## config.mk

```make
export PLATFORM = sky130hd
export DESIGN_NAME = dac4_cmd_ctrl
export DESIGN_NICKNAME = d
export VERILOG_FILES = /design/src/rtl/dac4_pkg.sv /design/src/rtl/dac4_busy_timer.sv /design/src/rtl/dac4_chan_regs.sv /design/src/rtl/dac4_cmd_ctrl.sv
export SDC_FILE = /design/constraint.sdc
export NUM_CORES = 1
export LEC_CHECK = 0
export ABC_AREA = 1
export BUFFER_PORTS_ARGS = -buffer_cell sky130_fd_sc_hd__buf_4
export CORE_UTILIZATION = 40
export DETAILED_ROUTE_END_ITERATION = 12
export PLACE_DENSITY = 0.64
export SYNTH_ARGS = -nofsm -noshare
export SYNTH_HDL_FRONTEND = slang
export SYNTH_SLANG_ARGS = --single-unit
```

## constraint.sdc

```tcl
create_clock -name clk -period 3.7 [get_ports clk]
set_clock_uncertainty 0.15 [all_clocks]
set_input_delay 0.74 -clock clk [delete_from_list [all_inputs] [get_ports clk]]
set_output_delay 0.74 -clock clk [all_outputs]
set_load 0.005 [all_outputs]
```

## src/rtl/dac4_pkg.sv

```systemverilog
package dac4_pkg;
    localparam int CH_SEL_W = 2;
    localparam int NUM_CH   = 1 << CH_SEL_W;
    localparam int SPAN_W   = 4;
    localparam int CODE_W   = 16;

    typedef enum logic [3:0] {
        OP_WR_SPAN      = 4'h2,
        OP_WR_CODE      = 4'h3,
        OP_UPD          = 4'h4,
        OP_UPD_ALL      = 4'h5,
        OP_WR_SPAN_UPD  = 4'h6,
        OP_WR_CODE_UPD  = 4'h7,
        OP_WR_SPAN_UALL = 4'h8,
        OP_WR_CODE_UALL = 4'h9,
        OP_RD_P_SPAN    = 4'hA,
        OP_RD_P_CODE    = 4'hB,
        OP_RD_A_SPAN    = 4'hC,
        OP_RD_A_CODE    = 4'hD
    } op_e;

    typedef struct packed {
        logic                wr_span;
        logic                wr_code;
        logic                upd;
        logic                upd_all;
        logic                wr_all;
        logic                rd;
        logic                rd_code;
        logic                rd_active;
        logic [CH_SEL_W-1:0] ch;
    } cmd_dec_t;

    function automatic cmd_dec_t decode_cmd(input logic [7:0] c);
        cmd_dec_t d;
        logic     every;
        d     = '0;
        every = (c[3:0] == 4'hF);
        d.ch  = c[CH_SEL_W:1];
        case (c[7:4])
            OP_WR_SPAN:      d.wr_span = 1'b1;
            OP_WR_CODE:      d.wr_code = 1'b1;
            OP_UPD:          d.upd = 1'b1;
            OP_UPD_ALL:      begin d.upd = 1'b1; d.upd_all = 1'b1; end
            OP_WR_SPAN_UPD:  begin d.wr_span = 1'b1; d.upd = 1'b1; end
            OP_WR_CODE_UPD:  begin d.wr_code = 1'b1; d.upd = 1'b1; end
            OP_WR_SPAN_UALL: begin d.wr_span = 1'b1; d.upd = 1'b1; d.upd_all = 1'b1; end
            OP_WR_CODE_UALL: begin d.wr_code = 1'b1; d.upd = 1'b1; d.upd_all = 1'b1; end
            OP_RD_P_SPAN:    d.rd = 1'b1;
            OP_RD_P_CODE:    begin d.rd = 1'b1; d.rd_code = 1'b1; end
            OP_RD_A_SPAN:    begin d.rd = 1'b1; d.rd_active = 1'b1; end
            OP_RD_A_CODE:    begin d.rd = 1'b1; d.rd_code = 1'b1; d.rd_active = 1'b1; end
            default:         d = d;
        endcase
        if (every && (d.wr_span || d.wr_code || d.upd)) begin
            d.wr_all  = 1'b1;
            d.upd_all = d.upd;
        end
        return d;
    endfunction
endpackage

```

## src/rtl/dac4_busy_timer.sv

```systemverilog
module dac4_busy_timer #(
    parameter int LATENCY = 4
) (
    input  logic clk,
    input  logic rst,
    input  logic cmd_wr,
    output logic ready,
    output logic exec
);
    localparam int CNT_W = $clog2(LATENCY + 1);

    logic [CNT_W-1:0] cnt;

    assign exec = !ready && (cnt == '0);

    always_ff @(posedge clk) begin
        if (rst) begin
            ready <= 1'b1;
            cnt   <= '0;
        end else if (ready) begin
            if (cmd_wr) begin
                ready <= 1'b0;
                cnt   <= CNT_W'(LATENCY - 1);
            end
        end else if (cnt == '0) begin
            ready <= 1'b1;
        end else begin
            cnt <= cnt - 1'b1;
        end
    end

    AST_READY_DROPS: assert property (@(posedge clk) disable iff (rst)
        (ready && cmd_wr) |=> !ready);
    AST_READY_RETURNS: assert property (@(posedge clk) disable iff (rst)
        exec |=> ready);
    AST_COUNT_BOUND: assert property (@(posedge clk) disable iff (rst)
        !ready |-> (cnt < CNT_W'(LATENCY)));
endmodule

```

## src/rtl/dac4_chan_regs.sv

```systemverilog
module dac4_chan_regs
    import dac4_pkg::*;
(
    input  logic              clk,
    input  logic              rst,
    input  logic              exec,
    input  logic              wr_hit,
    input  logic              upd_hit,
    input  logic              wr_span,
    input  logic              wr_code,
    input  logic [SPAN_W-1:0] span_in,
    input  logic [CODE_W-1:0] code_in,
    output logic [SPAN_W-1:0] p_span,
    output logic [CODE_W-1:0] p_code,
    output logic [SPAN_W-1:0] a_span,
    output logic [CODE_W-1:0] a_code
);
    logic [SPAN_W-1:0] nxt_span;
    logic [CODE_W-1:0] nxt_code;

    always_comb begin
        nxt_span = (exec && wr_hit && wr_span) ? span_in : p_span;
        nxt_code = (exec && wr_hit && wr_code) ? code_in : p_code;
    end

    always_ff @(posedge clk) begin
        if (rst) begin
            p_span <= '0;
            p_code <= '0;
            a_span <= '0;
            a_code <= '0;
        end else begin
            p_span <= nxt_span;
            p_code <= nxt_code;
            if (exec && upd_hit) begin
                a_span <= nxt_span;
                a_code <= nxt_code;
            end
        end
    end

    AST_ACTIVE_HOLD: assert property (@(posedge clk) disable iff (rst)
        !(exec && upd_hit) |=> ($stable(a_span) && $stable(a_code)));
    AST_PENDING_HOLD: assert property (@(posedge clk) disable iff (rst)
        !(exec && wr_hit) |=> ($stable(p_span) && $stable(p_code)));
    AST_UPDATE_MATCH: assert property (@(posedge clk) disable iff (rst)
        (exec && upd_hit) |=> (a_span == p_span && a_code == p_code));
endmodule

```

## src/rtl/dac4_cmd_ctrl.sv

```systemverilog
module dac4_cmd_ctrl
    import dac4_pkg::*;
#(
    parameter int LATENCY = 4
) (
    input  logic                     clk,
    input  logic                     rst,
    input  logic [1:0]               bus_addr,
    input  logic                     bus_wr,
    input  logic [7:0]               bus_wdata,
    output logic [7:0]               bus_rdata,
    output logic [NUM_CH*SPAN_W-1:0] active_span,
    output logic [NUM_CH*CODE_W-1:0] active_code
);
    logic [7:0]        data_lo, data_hi, cmd_q;
    logic              ready, exec;
    cmd_dec_t          dec;
    logic [SPAN_W-1:0] p_span [NUM_CH];
    logic [CODE_W-1:0] p_code [NUM_CH];
    logic [SPAN_W-1:0] a_span [NUM_CH];
    logic [CODE_W-1:0] a_code [NUM_CH];
    logic [CODE_W-1:0] rb_word;

    assign dec = decode_cmd(cmd_q);

    dac4_busy_timer #(.LATENCY(LATENCY)) u_timer (
        .clk    (clk),
        .rst    (rst),
        .cmd_wr (bus_wr && bus_addr == 2'd2),
        .ready  (ready),
        .exec   (exec)
    );

    for (genvar i = 0; i < NUM_CH; i++) begin : g_ch
        dac4_chan_regs u_ch (
            .clk     (clk),
            .rst     (rst),
            .exec    (exec),
            .wr_hit  ((dec.wr_span || dec.wr_code) && (dec.wr_all || dec.ch == CH_SEL_W'(i))),
            .upd_hit (dec.upd && (dec.upd_all || dec.ch == CH_SEL_W'(i))),
            .wr_span (dec.wr_span),
            .wr_code (dec.wr_code),
            .span_in (data_lo[SPAN_W-1:0]),
            .code_in ({data_hi, data_lo}),
            .p_span  (p_span[i]),
            .p_code  (p_code[i]),
            .a_span  (a_span[i]),
            .a_code  (a_code[i])
        );
        assign active_span[i*SPAN_W +: SPAN_W] = a_span[i];
        assign active_code[i*CODE_W +: CODE_W] = a_code[i];
    end

    always_comb begin
        if (dec.rd_code)
            rb_word = dec.rd_active ? a_code[dec.ch] : p_code[dec.ch];
        else
            rb_word = CODE_W'(dec.rd_active ? a_span[dec.ch] : p_span[dec.ch]);
    end

    always_ff @(posedge clk) begin
        if (rst) begin
            data_lo <= '0;
            data_hi <= '0;
            cmd_q   <= '0;
        end else if (exec && dec.rd) begin
            data_lo <= rb_word[7:0];
            data_hi <= rb_word[15:8];
        end else if (ready && bus_wr) begin
            case (bus_addr)
                2'd0:    data_lo <= bus_wdata;
                2'd1:    data_hi <= bus_wdata;
                2'd2:    cmd_q   <= bus_wdata;
                default: cmd_q   <= cmd_q;
            endcase
        end
    end

    always_comb begin
        case (bus_addr)
            2'd0:    bus_rdata = data_lo;
            2'd1:    bus_rdata = data_hi;
            2'd2:    bus_rdata = cmd_q;
            default: bus_rdata = {ready, 7'b0};
        endcase
    end

    AST_BUSY_WRITES_IGNORED: assert property (@(posedge clk) disable iff (rst)
        (!ready && !exec) |=> ($stable(data_lo) && $stable(data_hi) && $stable(cmd_q)));
    AST_SPAN_RB_HIGH_ZERO: assert property (@(posedge clk) disable iff (rst)
        (exec && dec.rd && !dec.rd_code) |=> (data_hi == 8'h00));
    AST_NOP_NO_DATA_CHANGE: assert property (@(posedge clk) disable iff (rst)
        (exec && !dec.rd) |=> ($stable(data_lo) && $stable(data_hi)));
endmodule

```

======== Yosys cells after proc, flatten, opt, wreduce, memory -nomap -nowiden ========
Index checks and enable logic that the tools add are counted.
word-level totals
  input port bits ......................... 13
  bits in registers ....................... 188
  word-level logic and storage cells ...... 146
operators by class
  order comparisons ....................... 1
  muxes and demuxes ....................... 44
  add/subtract/negate cells ............... 1
  equal/unequal tests ..................... 20
  reductions and logical operators ........ 57
  bitwise gates (word level) .............. 2
operators by type and width
  kind                                                                      number
  16-bit two-way mux                                                        10
  16-bit binary-select mux with 2-bit select                                2
  8-bit two-way mux                                                         6
  4-bit two-way mux                                                         9
  1-bit logical AND                                                         29
  4-bit == test (second input constant)                                     7
  8-bit one-hot mux with 3 select lines                                     1
  4-bit binary-select mux with 2-bit select                                 2
  4-bit by 3-bit == test with 1-bit output (second input constant)          4
  1-bit logical OR                                                          10
  1-bit two-way mux                                                         10
  3-bit two-way mux                                                         3
  3-bit OR reduction                                                        3
  4-bit by 2-bit == test with 1-bit output (second input constant)          2
  2-bit == test (second input constant)                                     3
  2-bit AND reduction                                                       3
  2-bit nonzero test                                                        3
  6-bit OR reduction                                                        1
  2-bit by 1-bit == test with 1-bit output (second input constant)          2
  2-bit logical NOT                                                         2
  2-bit by 1-bit inequality test with 1-bit output (second input constant)  2
  2-bit OR reduction                                                        2
  4-bit OR reduction                                                        1
  3-bit >= comparator (second input constant)                               1
  other kinds (7)                                                           7

======== Longest topological paths before layout ========
  depth in word-level cells ............... 12
  mapped depth ............................ 13
  depth with buffers taken out ............ 12

======== Hierarchy ========
A second synthesis with hierarchy kept.
unflattened totals
  cell total of the unflattened synthesis .. 1,387
  area total of the unflattened synthesis .. 9,206.3 um^2
modules (own cells, without submodules)
  module           area each (um^2)  times used  sequential area each (um^2)  cells an instance
  dac4_chan_regs   1,606.5           4           800.8                        219
  dac4_cmd_ctrl    2,541.2           1           480.5                        474
  dac4_busy_timer  239.0             1           80.1                         37

======== Least setup slack after synthesis ========
OpenSTA, ideal clock, no wires.
  kind .................................... in2out
  start ................................... input port bus_addr[0]
  end ..................................... output port bus_rdata[0]
  arrival time ............................ 1.252 ns
  cell stages on the path ................. 3
  slack ................................... 1.558 ns
  cell sequence ........................... nor2_1 -> clkinv_1 -> o221ai_1
on the way
  word-level cells in the longest chain between the ends .. 2
ends and longest elaborated chain
  what                                         line                 text
  start, declared                              dac4_cmd_ctrl.sv:8   input logic [1:0] bus_addr,
  2-bit == test, or another cell as far along  dac4_cmd_ctrl.sv:80  case (bus_addr)
  8-bit one-hot mux with 3 select lines *      dac4_cmd_ctrl.sv:80
  end, declared                                dac4_cmd_ctrl.sv:11  output logic [7:0] bus_rdata,
Mark *: on every way between the ends. The rest lies on a longest branch, timed or not.

======== Final worst setup path ========
  start ................................... input port bus_addr[0]
  end ..................................... output port bus_rdata[1]
The elaborated chain is that of the path after synthesis.

==> reports/qor_table.md <==
| Item | This run | Unit |
|---|---|---|
| CTS tree | yes | - |
| Worst hold start | g_ch[0].u_ch.p_code[5] | - |
| Basic-gate share of the synthesized area counting and, or, nand and nor cells | 25.6 | % |
| Worst Tran Pin Value | 1.02 | ns |
| Antenna violations before repair | 0 | - |
| Max Clock Freq | 0.369 | GHz |
| Hold-fix buffers, CTS | 0 | - |
| Maximum fanout along the worst path | 9 | - |
| Avg Inst Size Synth | 6.84 | sq um |
| Cell types occupying the most area after synthesis | sky130_fd_sc_hd__dfxtp_1 42%, sky130_fd_sc_hd__nand2_1 10%, sky130_fd_sc_hd__a21oi_1 10% | - |
| Overall die height | 152 | um |
| Status | complete, but fails checks | - |
| Clk pin slew, worst setup/hold paths | 0.07 | ns |
| Synthesized-area fraction occupied by xor and xnor cells | 0 | % |
| Number of max-capacitance violations reported | 0 | - |
| Final weighted congestion in routability-driven placement | 0.893 | - |
| Port Buffers | 100 | - |
| DPL Wire Length | 20300 | um |
| Post_cts resized | 0 | - |
| First-pass iteration count of the detailed router | 10 | - |
| Leading cell type in the layout, fill and taps excluded | sky130_fd_sc_hd__nand2_1 | - |
| Post-detailed-routing wire length | 29300 | um |
| Post-CTS setup-driven buffer insertion count | 0 | - |
| Antenna-violating nets left | 0 | - |
| Pre-CTS setup slack | 1.01 | ns |
| Combined area of all synthesized cells | 0.00902 | sq mm |
| Fin worst setup slack | 0.988 | ns |
| Worst IR drop on VDD | 0.307 | mV |
| Cells after synthesis | 1319 | - |
| Post-synthesis compound-gate area fraction | 18.7 | % |
| Commonest cells after routing, fill and taps aside | 252 x sky130_fd_sc_hd__nand2_1, 214 x sky130_fd_sc_hd__inv_1, 187 x sky130_fd_sc_hd__dfxtp_1, 182 x sky130_fd_sc_hd__a21oi_1, 117 x sky130_fd_sc_hd__buf_4 | - |
| Iter 0 DRT Violations | 937 | - |
| Final number of max-transition violations | 0 | - |
| Data required time of the critical path | 2.81 | ns |
| CTS Root Cell | sky130_fd_sc_hd__clkbuf_16 | - |
| Type of the worst min-delay path | reg2reg | - |
| Synthesized Nets | 1334 | - |
| Area enclosed by the die boundary | 0.0231 | sq mm |
| Cell variety after synth | 30 | - |
| Leakage component of the power | 4.46 | nW |
| Final period utilization | 73.3 | % |
| First-pass GRT wire length | 45100 | um |
| Power per cell area | 396 | mW/mm^2 |
| Number of buffers created by CTS | 17 | - |
| Number of H-tree levels | 4 | - |
| Share of the synthesized area in the top cell type | 41.7 | % |
| Crit end category | output pin | - |
| Cells after DPL | 1631 | - |
| GRT Overall Usage | 25.1 | % |
| Congestion Overflow GR | 0 | - |
| Number of storage elements in the synthesis netlist | 188 | - |
| Layout area overhead | 15.5 | % |
| Proportion of layout cells with a drive suffix above 1 | 12.3 | % |
| Top-level I/O count | 101 | - |
| Net count, final | 1385 | - |
| Overall die width | 152 | um |
| Routed via count | 9055 | - |
| Number of inserted diodes | 0 | - |
| Reg-to-reg slack, setup | 0.99 | ns |
| Area share of fa/ha/maj cells after synthesis | 0.278 | % |
| Arrival @ worst endpoint | 1.82 | ns |
| Unrepaired setup endpoints after global routing | false | - |
| Core outline area | 0.0220 | sq mm |
| Cells on Worst Hold Path | 2 | - |
| Number of endpoints with negative hold slack in the final report | 0 | - |
| Clock latency reported for the late side of the worst-skew pair | 0.45 | ns |
| Kind of start point of the critical path | primary input | - |
| Worst Hold End | g_ch[0].u_ch.p_code[5] | - |
| Crit Reg-Reg Startpoint | cmd_q[1] | - |
| Warning count from the yosys run | 0 | - |
| Violations in the final reports | design-rule violations | - |
| Type of the worst setup path | in2out | - |
| DRC violation count after routing | 14 | - |
| Dominant combinational cell family by area after synthesis | simple AND/OR/NAND/NOR gates | - |
| Starting utilization of the core area | 41.1 | % |
| Setup TNS after final layout | 0 | ns |
| Number of global-route vias before repair | 8211 | - |
| # setup viols final | 0 | - |
| Depth of the worst register-to-register path | 8 | - |
| Final Instance Count excl. Fillers | 1661 | - |
| Vias per cell | 5.45 | - |
| WL/cell | 17.6 | um |
| Number of filler cells placed in the layout | 2249 | - |
| Endpoint of the most critical register-to-register path | g_ch[2].u_ch.a_code[5] | - |
| Row count | 54 | - |
| Post-synthesis mux area share | 0 | % |
| Sink count of the clock tree | 188 | - |
| Pin count of the biggest net entering global routing | 124 | - |
| Worst hold slack after final layout | 0.338 | ns |
| Worst max-slew margin expressed relative to the limit | 32.1 | % |
| Post-layout minimum cycle time | 2.71 | ns |
| Number of buffers on the longest clock path | 2 | - |
| Yosys top cell by area | sky130_fd_sc_hd__dfxtp_1 | - |
| Share of synthesized area occupied by flip-flops and latches | 41.7 | % |
[state kept, by name, indices dropped and copies added, names as in the netlist]
name / flops
u_timer.ready: 1
u_timer.cnt: 3
data_lo: 8
data_hi: 8
g_ch.u_ch.a_code: 64
cmd_q: 8
g_ch.u_ch.a_span: 16
g_ch.u_ch.p_code: 64
g_ch.u_ch.p_span: 16
[metrics by stage]
step | utilization (%) | total power, W | cell area (sq um)
after floorplan | - | 0.00229 | 9020
after global placement | 45.0 | 0.00239 | 9880
after detailed placement | 45.0 | 0.00240 | 9880
after CTS | 47.4 | 0.00414 | 10400
after global routing | 47.4 | 0.00425 | 10400
final | 47.4 | 0.00412 | 10400
[cells in the mapped netlist]
cell type / instances
sky130_fd_sc_hd__a21oi_1: 182
sky130_fd_sc_hd__a22oi_1: 4
sky130_fd_sc_hd__a31oi_1: 6
sky130_fd_sc_hd__and2_1: 11
sky130_fd_sc_hd__buf_1: 4
sky130_fd_sc_hd__buf_2: 34
sky130_fd_sc_hd__buf_4: 9
sky130_fd_sc_hd__clkbuf_1: 39
sky130_fd_sc_hd__clkinv_1: 2
sky130_fd_sc_hd__dfxtp_1: 188
sky130_fd_sc_hd__ha_1: 2
sky130_fd_sc_hd__inv_1: 214
sky130_fd_sc_hd__inv_2: 8
sky130_fd_sc_hd__nand2_1: 252
sky130_fd_sc_hd__nand2_2: 6
sky130_fd_sc_hd__nand3_1: 102
sky130_fd_sc_hd__nand3_2: 4
sky130_fd_sc_hd__nand3_4: 1
sky130_fd_sc_hd__nand4_1: 70
sky130_fd_sc_hd__nor2_1: 46
sky130_fd_sc_hd__nor2_2: 3
sky130_fd_sc_hd__nor3_1: 9
sky130_fd_sc_hd__nor3_2: 1
sky130_fd_sc_hd__o2111ai_1: 6
sky130_fd_sc_hd__o211ai_1: 1
sky130_fd_sc_hd__o211ai_2: 1
sky130_fd_sc_hd__o21ai_0: 53
sky130_fd_sc_hd__o21ai_1: 26
sky130_fd_sc_hd__o221ai_1: 7
sky130_fd_sc_hd__o22ai_1: 28
[layout make-up]
class	instances	area, sq um	share of cell area (%)
inverter	224	841	8.07
clock buffer	21	440	4.23
sequential	188	3760	36.1
timing repair buffer	118	898	8.63
multi-input combinational	821	4020	38.6
clock inverter	9	98.8	0.949
tap	280	350	3.36
[worst max-delay path by stage]
stage,startpoint,end,depth (start not counted)
after floorplan,bus_addr[0],bus_rdata[0],3
after global placement,bus_addr[0],bus_rdata[1],5
after detailed placement,bus_addr[0],bus_rdata[1],5
after CTS,bus_addr[0],bus_rdata[1],5
after global routing,cmd_q[1],g_ch[2].u_ch.a_span[3],8
final,bus_addr[0],bus_rdata[1],5
[metal layers]
layer  track usage [%]  wire, um  part of all wire (%)
met1              31.1     12300                    42
met4              12.4      1190                   4.1
met5                 0         0                     0
met3              4.89      1850                   6.3
met2              41.6     14000                    48
[critical path, stage by stage]
cell and delay (ns):
sky130_fd_sc_hd__buf_4 0.12, sky130_fd_sc_hd__nor2_1 0.15, sky130_fd_sc_hd__clkinv_1 0.28, sky130_fd_sc_hd__o221ai_1 0.36, sky130_fd_sc_hd__buf_4 0.18
[power by group]
group / leakage [nW] / switching (W) / internal [W] / total, W
clock network: 0.270 / 0.000785 / 0.000981 / 0.00177
logic: 2.67 / 0.000201 / 0.0000798 / 0.000280
registers: 1.52 / 0.0000329 / 0.00204 / 0.00208
total: 4.46 / 0.00102 / 0.00310 / 0.00412
[logic make-up after synthesis]
family	Yosys count
AND/OR/NAND/NOR	505
AO/OA/AOI/OAI	314
buffers and inverters	310
adder cells (fa/ha/maj)	2
flip-flops	188
Note: power is estimated with default switching activity, not from simulation.
